### src/rtl/dsc_pkg.sv
package dsc_pkg;

   typedef logic [3:0] bcd_t;

   localparam bcd_t BCD_TOP = 4'd9;

   function automatic bcd_t bcd_step(input bcd_t d);
      return (d == BCD_TOP) ? 4'd0 : d + 4'd1;
   endfunction

endpackage

### src/rtl/dsc_cmp_sync.sv
module dsc_cmp_sync #(
   parameter int STAGES = 2
) (
   input  logic clk,
   input  logic rst,
   input  logic async_i,
   output logic rise_o
);

   if (STAGES < 2) begin : g_bad_stages
      $error("dsc_cmp_sync: STAGES must be at least 2");
   end

   // STAGES synchronizer flops plus one edge-detect flop
   logic [STAGES:0] chain_q;

   always_ff @(posedge clk) begin
      if (rst) chain_q <= '0;
      else     chain_q <= {chain_q[STAGES-1:0], async_i};
   end

   assign rise_o = chain_q[STAGES-1] & ~chain_q[STAGES];

   AST_RISE_SINGLE: assert property (@(posedge clk) disable iff (rst)
      rise_o |=> !rise_o);

endmodule

### src/rtl/dsc_frame_count.sv
module dsc_frame_count
   import dsc_pkg::*;
#(
   parameter int DIGITS = 3,
   parameter int SPANS  = 4,
   localparam int SPAN_W = (SPANS > 2) ? $clog2(SPANS) : 1
) (
   input  logic                  clk,
   input  logic                  rst,
   input  logic                  tick_i,
   output logic [4*DIGITS-1:0]   digits_o,
   output logic [SPAN_W-1:0]     span_o,
   output logic                  frame_end_o
);

   if (DIGITS < 1) begin : g_bad_digits
      $error("dsc_frame_count: DIGITS must be at least 1");
   end
   if (SPANS < 2) begin : g_bad_spans
      $error("dsc_frame_count: SPANS must be at least 2");
   end

   localparam logic [SPAN_W-1:0] SPAN_LAST = SPAN_W'(SPANS - 1);

   logic [DIGITS:0]   carry;
   logic [SPAN_W-1:0] span_q;

   assign carry[0] = tick_i;

   for (genvar gi = 0; gi < DIGITS; gi++) begin : g_decade
      bcd_t dig_q;

      always_ff @(posedge clk) begin
         if (rst)            dig_q <= '0;
         else if (carry[gi]) dig_q <= bcd_step(dig_q);
      end

      assign carry[gi+1]          = carry[gi] & (dig_q == BCD_TOP);
      assign digits_o[gi*4 +: 4]  = dig_q;

      AST_DIGIT_BCD: assert property (@(posedge clk) disable iff (rst)
         dig_q <= BCD_TOP);
   end

   always_ff @(posedge clk) begin
      if (rst) begin
         span_q <= '0;
      end else if (carry[DIGITS]) begin
         span_q <= (span_q == SPAN_LAST) ? '0 : span_q + 1'b1;
      end
   end

   assign span_o      = span_q;
   assign frame_end_o = carry[DIGITS] & (span_q == SPAN_LAST);

   AST_SPAN_RANGE: assert property (@(posedge clk) disable iff (rst)
      span_q <= SPAN_LAST);

   AST_FRAME_WRAP: assert property (@(posedge clk) disable iff (rst)
      frame_end_o |=> (span_o == '0 && digits_o == '0));

endmodule

### src/rtl/dsc_slope_ctrl.sv
module dsc_slope_ctrl #(
   parameter int DIGITS   = 3,
   parameter int SPAN_W   = 2,
   parameter int LEAD_MAX = 1
) (
   input  logic                clk,
   input  logic                rst,
   input  logic                frame_end_i,
   input  logic                rise_i,
   input  logic [4*DIGITS-1:0] digits_i,
   input  logic [SPAN_W-1:0]   span_i,
   input  logic                pol_i,
   output logic                ref_en_o,
   output logic                commit_o,
   output logic                close_valid_o,
   output logic [4*DIGITS-1:0] close_digits_o,
   output logic [SPAN_W-1:0]   close_span_o,
   output logic                close_pol_o
);

   localparam logic [SPAN_W-1:0] SPAN_OK = SPAN_W'(LEAD_MAX);

   logic                ref_q;
   logic [4*DIGITS-1:0] cap_dig_q;
   logic [SPAN_W-1:0]   cap_span_q;
   logic                cap_pol_q;
   logic                accept;
   logic                have_cap;

   // a crossing only counts while the reference is still on in this frame
   assign accept   = rise_i & ref_q;
   assign have_cap = ~ref_q;

   always_ff @(posedge clk) begin
      if (rst) begin
         ref_q <= 1'b1;
      end else if (frame_end_i) begin
         ref_q <= 1'b1;
      end else if (accept) begin
         ref_q <= 1'b0;
      end
   end

   always_ff @(posedge clk) begin
      if (rst) begin
         cap_dig_q  <= '0;
         cap_span_q <= '0;
         cap_pol_q  <= 1'b0;
      end else if (accept) begin
         cap_dig_q  <= digits_i;
         cap_span_q <= span_i;
         cap_pol_q  <= pol_i;
      end
   end

   // a capture on the frame-end edge itself belongs to the closing frame
   always_comb begin
      if (accept) begin
         close_digits_o = digits_i;
         close_span_o   = span_i;
         close_pol_o    = pol_i;
      end else begin
         close_digits_o = cap_dig_q;
         close_span_o   = cap_span_q;
         close_pol_o    = cap_pol_q;
      end
      close_valid_o = (accept | have_cap) & (close_span_o <= SPAN_OK);
   end

   assign ref_en_o = ref_q;
   assign commit_o = frame_end_i;

   AST_REF_AT_FRAME: assert property (@(posedge clk) disable iff (rst)
      frame_end_i |=> ref_q);

   AST_REF_DROP: assert property (@(posedge clk) disable iff (rst)
      (accept && !frame_end_i) |=> !ref_q);

   AST_ONE_CAPTURE: assert property (@(posedge clk) disable iff (rst)
      (!ref_q && !frame_end_i) |=> (!ref_q && $stable(cap_dig_q) && $stable(cap_pol_q)));

   AST_COINCIDE: assert property (@(posedge clk) disable iff (rst)
      (accept && frame_end_i) |=> ref_q);

endmodule

### src/rtl/dsc_readout.sv
module dsc_readout #(
   parameter int DIGITS = 3,
   parameter int SPAN_W = 2,
   parameter int LEAD_W = 1
) (
   input  logic                clk,
   input  logic                rst,
   input  logic                commit_i,
   input  logic                valid_i,
   input  logic [4*DIGITS-1:0] digits_i,
   input  logic [SPAN_W-1:0]   span_i,
   input  logic                pol_i,
   output logic [4*DIGITS-1:0] bcd_o,
   output logic [LEAD_W-1:0]   lead_o,
   output logic                sign_o,
   output logic                over_o
);

   if (LEAD_W > SPAN_W) begin : g_bad_lead
      $error("dsc_readout: LEAD_W must not exceed SPAN_W");
   end

   always_ff @(posedge clk) begin
      if (rst) begin
         bcd_o  <= '0;
         lead_o <= '0;
         sign_o <= 1'b0;
         over_o <= 1'b0;
      end else if (commit_i) begin
         if (valid_i) begin
            bcd_o  <= digits_i;
            lead_o <= span_i[LEAD_W-1:0];
            sign_o <= pol_i;
            over_o <= 1'b0;
         end else begin
            over_o <= 1'b1;
         end
      end
   end

   AST_HOLD_BETWEEN: assert property (@(posedge clk) disable iff (rst)
      !commit_i |=> ($stable(bcd_o) && $stable(lead_o) && $stable(sign_o) && $stable(over_o)));

   AST_OVR_HOLD: assert property (@(posedge clk) disable iff (rst)
      (commit_i && !valid_i) |=> (over_o && $stable(bcd_o) && $stable(lead_o) && $stable(sign_o)));

   AST_OVR_CLEAR: assert property (@(posedge clk) disable iff (rst)
      (commit_i && valid_i) |=> !over_o);

endmodule

### src/rtl/dual_slope_ctl.sv
module dual_slope_ctl #(
   parameter int DIGITS      = 3,
   parameter int SPANS       = 4,
   parameter int LEAD_MAX    = 1,
   parameter int SYNC_STAGES = 2,
   localparam int SPAN_W = (SPANS > 2) ? $clog2(SPANS) : 1,
   localparam int LEAD_W = (LEAD_MAX < 2) ? 1 : $clog2(LEAD_MAX + 1)
) (
   input  logic                clk,
   input  logic                rst,
   input  logic                tick_i,
   input  logic                cmp_below_i,
   input  logic                pol_neg_i,
   output logic                ref_en_o,
   output logic [4*DIGITS-1:0] bcd_o,
   output logic [LEAD_W-1:0]   lead_o,
   output logic                sign_o,
   output logic                over_o
);

   if (LEAD_MAX < 1 || LEAD_MAX >= SPANS) begin : g_bad_lead
      $error("dual_slope_ctl: LEAD_MAX must lie in 1..SPANS-1");
   end

   logic [4*DIGITS-1:0] cnt_digits;
   logic [SPAN_W-1:0]   cnt_span;
   logic                frame_end;
   logic                cmp_rise;
   logic                commit;
   logic                close_valid;
   logic [4*DIGITS-1:0] close_digits;
   logic [SPAN_W-1:0]   close_span;
   logic                close_pol;

   dsc_cmp_sync #(.STAGES(SYNC_STAGES)) u_sync (
      .clk     (clk),
      .rst     (rst),
      .async_i (cmp_below_i),
      .rise_o  (cmp_rise)
   );

   dsc_frame_count #(.DIGITS(DIGITS), .SPANS(SPANS)) u_count (
      .clk         (clk),
      .rst         (rst),
      .tick_i      (tick_i),
      .digits_o    (cnt_digits),
      .span_o      (cnt_span),
      .frame_end_o (frame_end)
   );

   dsc_slope_ctrl #(.DIGITS(DIGITS), .SPAN_W(SPAN_W), .LEAD_MAX(LEAD_MAX)) u_ctrl (
      .clk            (clk),
      .rst            (rst),
      .frame_end_i    (frame_end),
      .rise_i         (cmp_rise),
      .digits_i       (cnt_digits),
      .span_i         (cnt_span),
      .pol_i          (pol_neg_i),
      .ref_en_o       (ref_en_o),
      .commit_o       (commit),
      .close_valid_o  (close_valid),
      .close_digits_o (close_digits),
      .close_span_o   (close_span),
      .close_pol_o    (close_pol)
   );

   dsc_readout #(.DIGITS(DIGITS), .SPAN_W(SPAN_W), .LEAD_W(LEAD_W)) u_readout (
      .clk      (clk),
      .rst      (rst),
      .commit_i (commit),
      .valid_i  (close_valid),
      .digits_i (close_digits),
      .span_i   (close_span),
      .pol_i    (close_pol),
      .bcd_o    (bcd_o),
      .lead_o   (lead_o),
      .sign_o   (sign_o),
      .over_o   (over_o)
   );

   AST_REF_STEADY: assert property (@(posedge clk) disable iff (rst)
      (!ref_en_o && !frame_end) |=> !ref_en_o);

endmodule

### config.mk
export PLATFORM = sky130hd
export DESIGN_NAME = dual_slope_ctl
export DESIGN_NICKNAME = d
export VERILOG_FILES = /design/src/rtl/dsc_pkg.sv /design/src/rtl/dsc_cmp_sync.sv /design/src/rtl/dsc_frame_count.sv /design/src/rtl/dsc_slope_ctrl.sv /design/src/rtl/dsc_readout.sv /design/src/rtl/dual_slope_ctl.sv
export SDC_FILE = /design/constraint.sdc
export NUM_CORES = 1
export LEC_CHECK = 0
export BUFFER_PORTS_ARGS = -buffer_cell sky130_fd_sc_hd__buf_2
export CORE_MARGIN = 2
export CORE_UTILIZATION = 57
export DETAILED_ROUTE_END_ITERATION = 8
export PLACE_DENSITY = 0.85
export SYNTH_ARGS = -nofsm -noshare
export SYNTH_HDL_FRONTEND = slang
export SYNTH_SLANG_ARGS = --single-unit
### constraint.sdc
create_clock -name clk -period 2.3 [get_ports clk]
set_clock_uncertainty 0.1 [all_clocks]
set_input_delay 0.46 -clock clk [delete_from_list [all_inputs] [get_ports clk]]
set_output_delay 0.46 -clock clk [all_outputs]
set_load 0.05 [all_outputs]
==> impl_metrics.py <==
metrics = {
    "status": {
        "status": "finished, final reports clean",
    },
    "synthesis": {
        "synth.area.top_cells": "dfxtp_1, nor2b_1, mux2_4",
        "synth_nets": 216,
        "ys_ff_latch": 48,
        "yosysWarnings": 0,
        "yosysTopAreaCell": "dfxtp_1",
        "synth_top_area_share_pct": 48.12,
        "yosysSeqAreaShare_pct": 48.12,
        "syn_area_per_cell_sq_um": 9.509,
        "post_synth_num_cell_types": 34,
        "syn_area_sq_mm": 0.001997,
        "syn_inst": 210,
    },
    "timing": {
        "relSlewSlack_pct": 56.37,
        "rsz0062_at_grt": "false",
        "worstMarginPinSlew_ns": 0.6544,
        "max_freq_ghz": 0.5161,
        "timing.hold.ws_ns": 0.2054,
        "timing.final.crit_share_pct": 84.24,
        "report.final.slew_viol_count": 0,
        "setup_viol": 0,
        "finalCriticalPeriod_ns": 1.938,
        "hold_viol": 0,
        "tns_ns": 0,
    },
    "placed_design": {
        "place_congestion": 0.7695,
        "postPlaceCellArea_sq_mm": 0.002096,
        "port_buffers": 20,
        "hpwlAfterDp_mm": 2.456,
    },
    "clocking": {
        "post_cts_resized": 0,
        "insertion_delay_ns": 0.37,
        "cts_htree_levels": 2,
        "cts_hold_buf": 0,
        "cts_setup_buffers": 0,
        "path_clk_slew_ns": 0.14,
        "numClockSinks": 48,
        "cts_root_buffer": "clkbuf_4",
        "cts_tree": "done",
        "clockBufferDepth": 2,
        "numCtsBuffers": 5,
    },
    "die": {
        "start_util_pct": 59.37,
        "die_y_um": 63.19,
        "core-area_sq_mm": 0.003363,
        "dieArea_sq_mm": 0.003993,
        "pin_count": 21,
        "rows": 21,
        "die_w_um": 63.19,
    },
    "global_routing": {
        "grt_max_degree": 39,
        "grt_pass1_wl_mm": 6.382,
        "antenna_found_initial": 0,
        "grt_pass1_vias": 1479,
        "grt_overflow": 0,
        "grt_usage_pct": 20.14,
    },
    "critical_path": {
        "cp.required_ns": 2.49,
        "path_class": "flop to flop",
        "critPathLaunchType": "flop",
        "critPathMaxFanout": 6,
        "worstSetupEndpointType": "flop",
        "crit_arrival_ns": 2.12,
    },
    "drt": {
        "drc_errors": 0,
        "vias": 1457,
        "drt-total-wl_mm": 3.539,
        "ant_nets": 0,
        "post_drt_wl_per_cell_um": 12.92,
        "via_per_inst": 5.318,
        "first_iter_violations": 48,
        "drtPass1Iterations": 4,
    },
    "final_layout": {
        "fill_cells": 306,
        "layout-drive-gt1-share_pct": 20.61,
        "fin_util_pct": 64.17,
        "nets": 233,
        "area_delta_synth_final_pct": 8.083,
        "antenna_cells": 0,
        "design_area_sq_mm": 0.002158,
    },
    "min_path": {
        "hold_class": "input port to flop",
    },
    "job": {
        "maxCapViolCount": 0,
    },
    "pwr": {
        "leakagePower_nw": 0.8921,
        "irDropWorstVdd_uv": 417.7,
        "p_per_area_mw_per_mm2": 599.2,
    },
}
## registers in the layout (all words and copies together), names as in the netlist
register,cells
u_count.span_o,2
u_count.g_decade.dig_q,12
u_readout.sign_o,1
u_ctrl.cap_pol_q,1
u_sync.chain_q,3
u_readout.over_o,1
u_ctrl.ref_en_o,1
u_ctrl.cap_span_q,2
u_readout.bcd_o,12
u_readout.lead_o,1
u_ctrl.cap_dig_q,12
## power by group
group	switching [mW]	total (mW)	internal [mW]
registers	0.00794	0.847	0.839
logic	0.0310	0.0447	0.0137
clock network	0.252	0.402	0.150
total	0.291	1.29	1.00
## synthesized netlist by cell type, drive strengths merged
cell,instances
nand2,37
and2b,1
nor4bb,1
nand2b,2
a21oi,22
nand3,3
nand4,3
or3,5
nor3,1
nand4b,1
mux2i,1
o22a,1
clkbuf,9
nor2b,25
and3b,2
dfxtp,48
nor4b,1
xor2,4
and4b,2
nor3b,2
nor2,8
o21ai,6
ha,1
buf,4
xnor2,2
o21bai,1
mux2,14
a31oi,1
nand3b,2
## final timing paths
check                          startpoint                      endpoint  slack, ns  depth (start not counted)
max          u_count.g_decade[2].dig_q[0]  u_count.g_decade[2].dig_q[3]       0.36                          4
min                           cmp_below_i             u_sync.chain_q[0]       0.21                          2
max reg2reg  u_count.g_decade[2].dig_q[0]  u_count.g_decade[2].dig_q[3]       0.36                          4
min reg2reg             u_sync.chain_q[0]             u_sync.chain_q[1]       0.35                          1
## layer usage
metal | part of all wire, % | routed length (um) | vias to the layer above | GRT usage (%)
met1 | 45 | 1593 | 684 | 22.84
met2 | 50 | 1753 | 27 | 35.51
met5 | 0 | 0 | - | 0
met4 | 1.5 | 53 | 0 | 7.065
met3 | 3.9 | 139 | 6 | 6.429
li1 | - | - | 740 | -
## cells in the final DEF, fill, tap and decap left out, drive strengths merged
cell       n
a21oi     22
a31oi      1
and2b      1
and3b      2
and4b      2
buf       23
clkbuf     7
clkinvlp   1
dfxtp     48
ha         1
mux2      14
mux2i      1
nand2     37
nand2b     2
nand3      3
nand3b     2
nand4      3
nand4b     1
nor2       8
nor2b     25
nor3       1
nor3b      2
nor4b      1
nor4bb     1
o21ai      6
o21bai     1
o22a       1
or3        5
xnor2      2
xor2       4
## cell families (layout without fill, tap and decap cells)
kind of cell / count (synthesis) / in the layout / synth area share, %
flops: 48 / 48 / 48.12
fa+ha+maj: 1 / 1 / 0.6265
buf+inv: 13 / 31 / 4.072
xor+xnor: 6 / 6 / 2.632
compound gates: 31 / 31 / 8.146
simple gates: 96 / 96 / 26.32
mux: 15 / 15 / 10.09
## area by class of cell
cell class	count	area, sq um	area share [%]
tap	46	57.56	2.667
timing repair buffer	23	122.6	5.681
sequential	48	960.9	44.52
clock buffer	7	55.05	2.551
multi-input combinational	149	954.7	44.23
clock inverter	1	7.507	0.3478
## worst max-delay path: stages, from the launching register on
cell and delay, ns:
dfxtp_1 0.42, nor4bb_1 0.52, nand3_1 0.27, or3_1 0.40
a31oi_1 0.16
## per-stage QoR
| step | power [mW] | setup WS, ns | std cells |
|---|---|---|---|
| 2_1_floorplan | 0.8966 | 0.2419 | 210 |
| 3_3_place_gp | 0.9087 | 0.3267 | 266 |
| 3_5_place_dp | 0.9103 | 0.2945 | 266 |
| 4_1_cts | 1.304 | 0.3819 | 274 |
| 5_1_grt | 1.355 | 0.1697 | 274 |
| 6_report | 1.293 | 0.3625 | 274 |
Power figures use the tool's default switching activity.
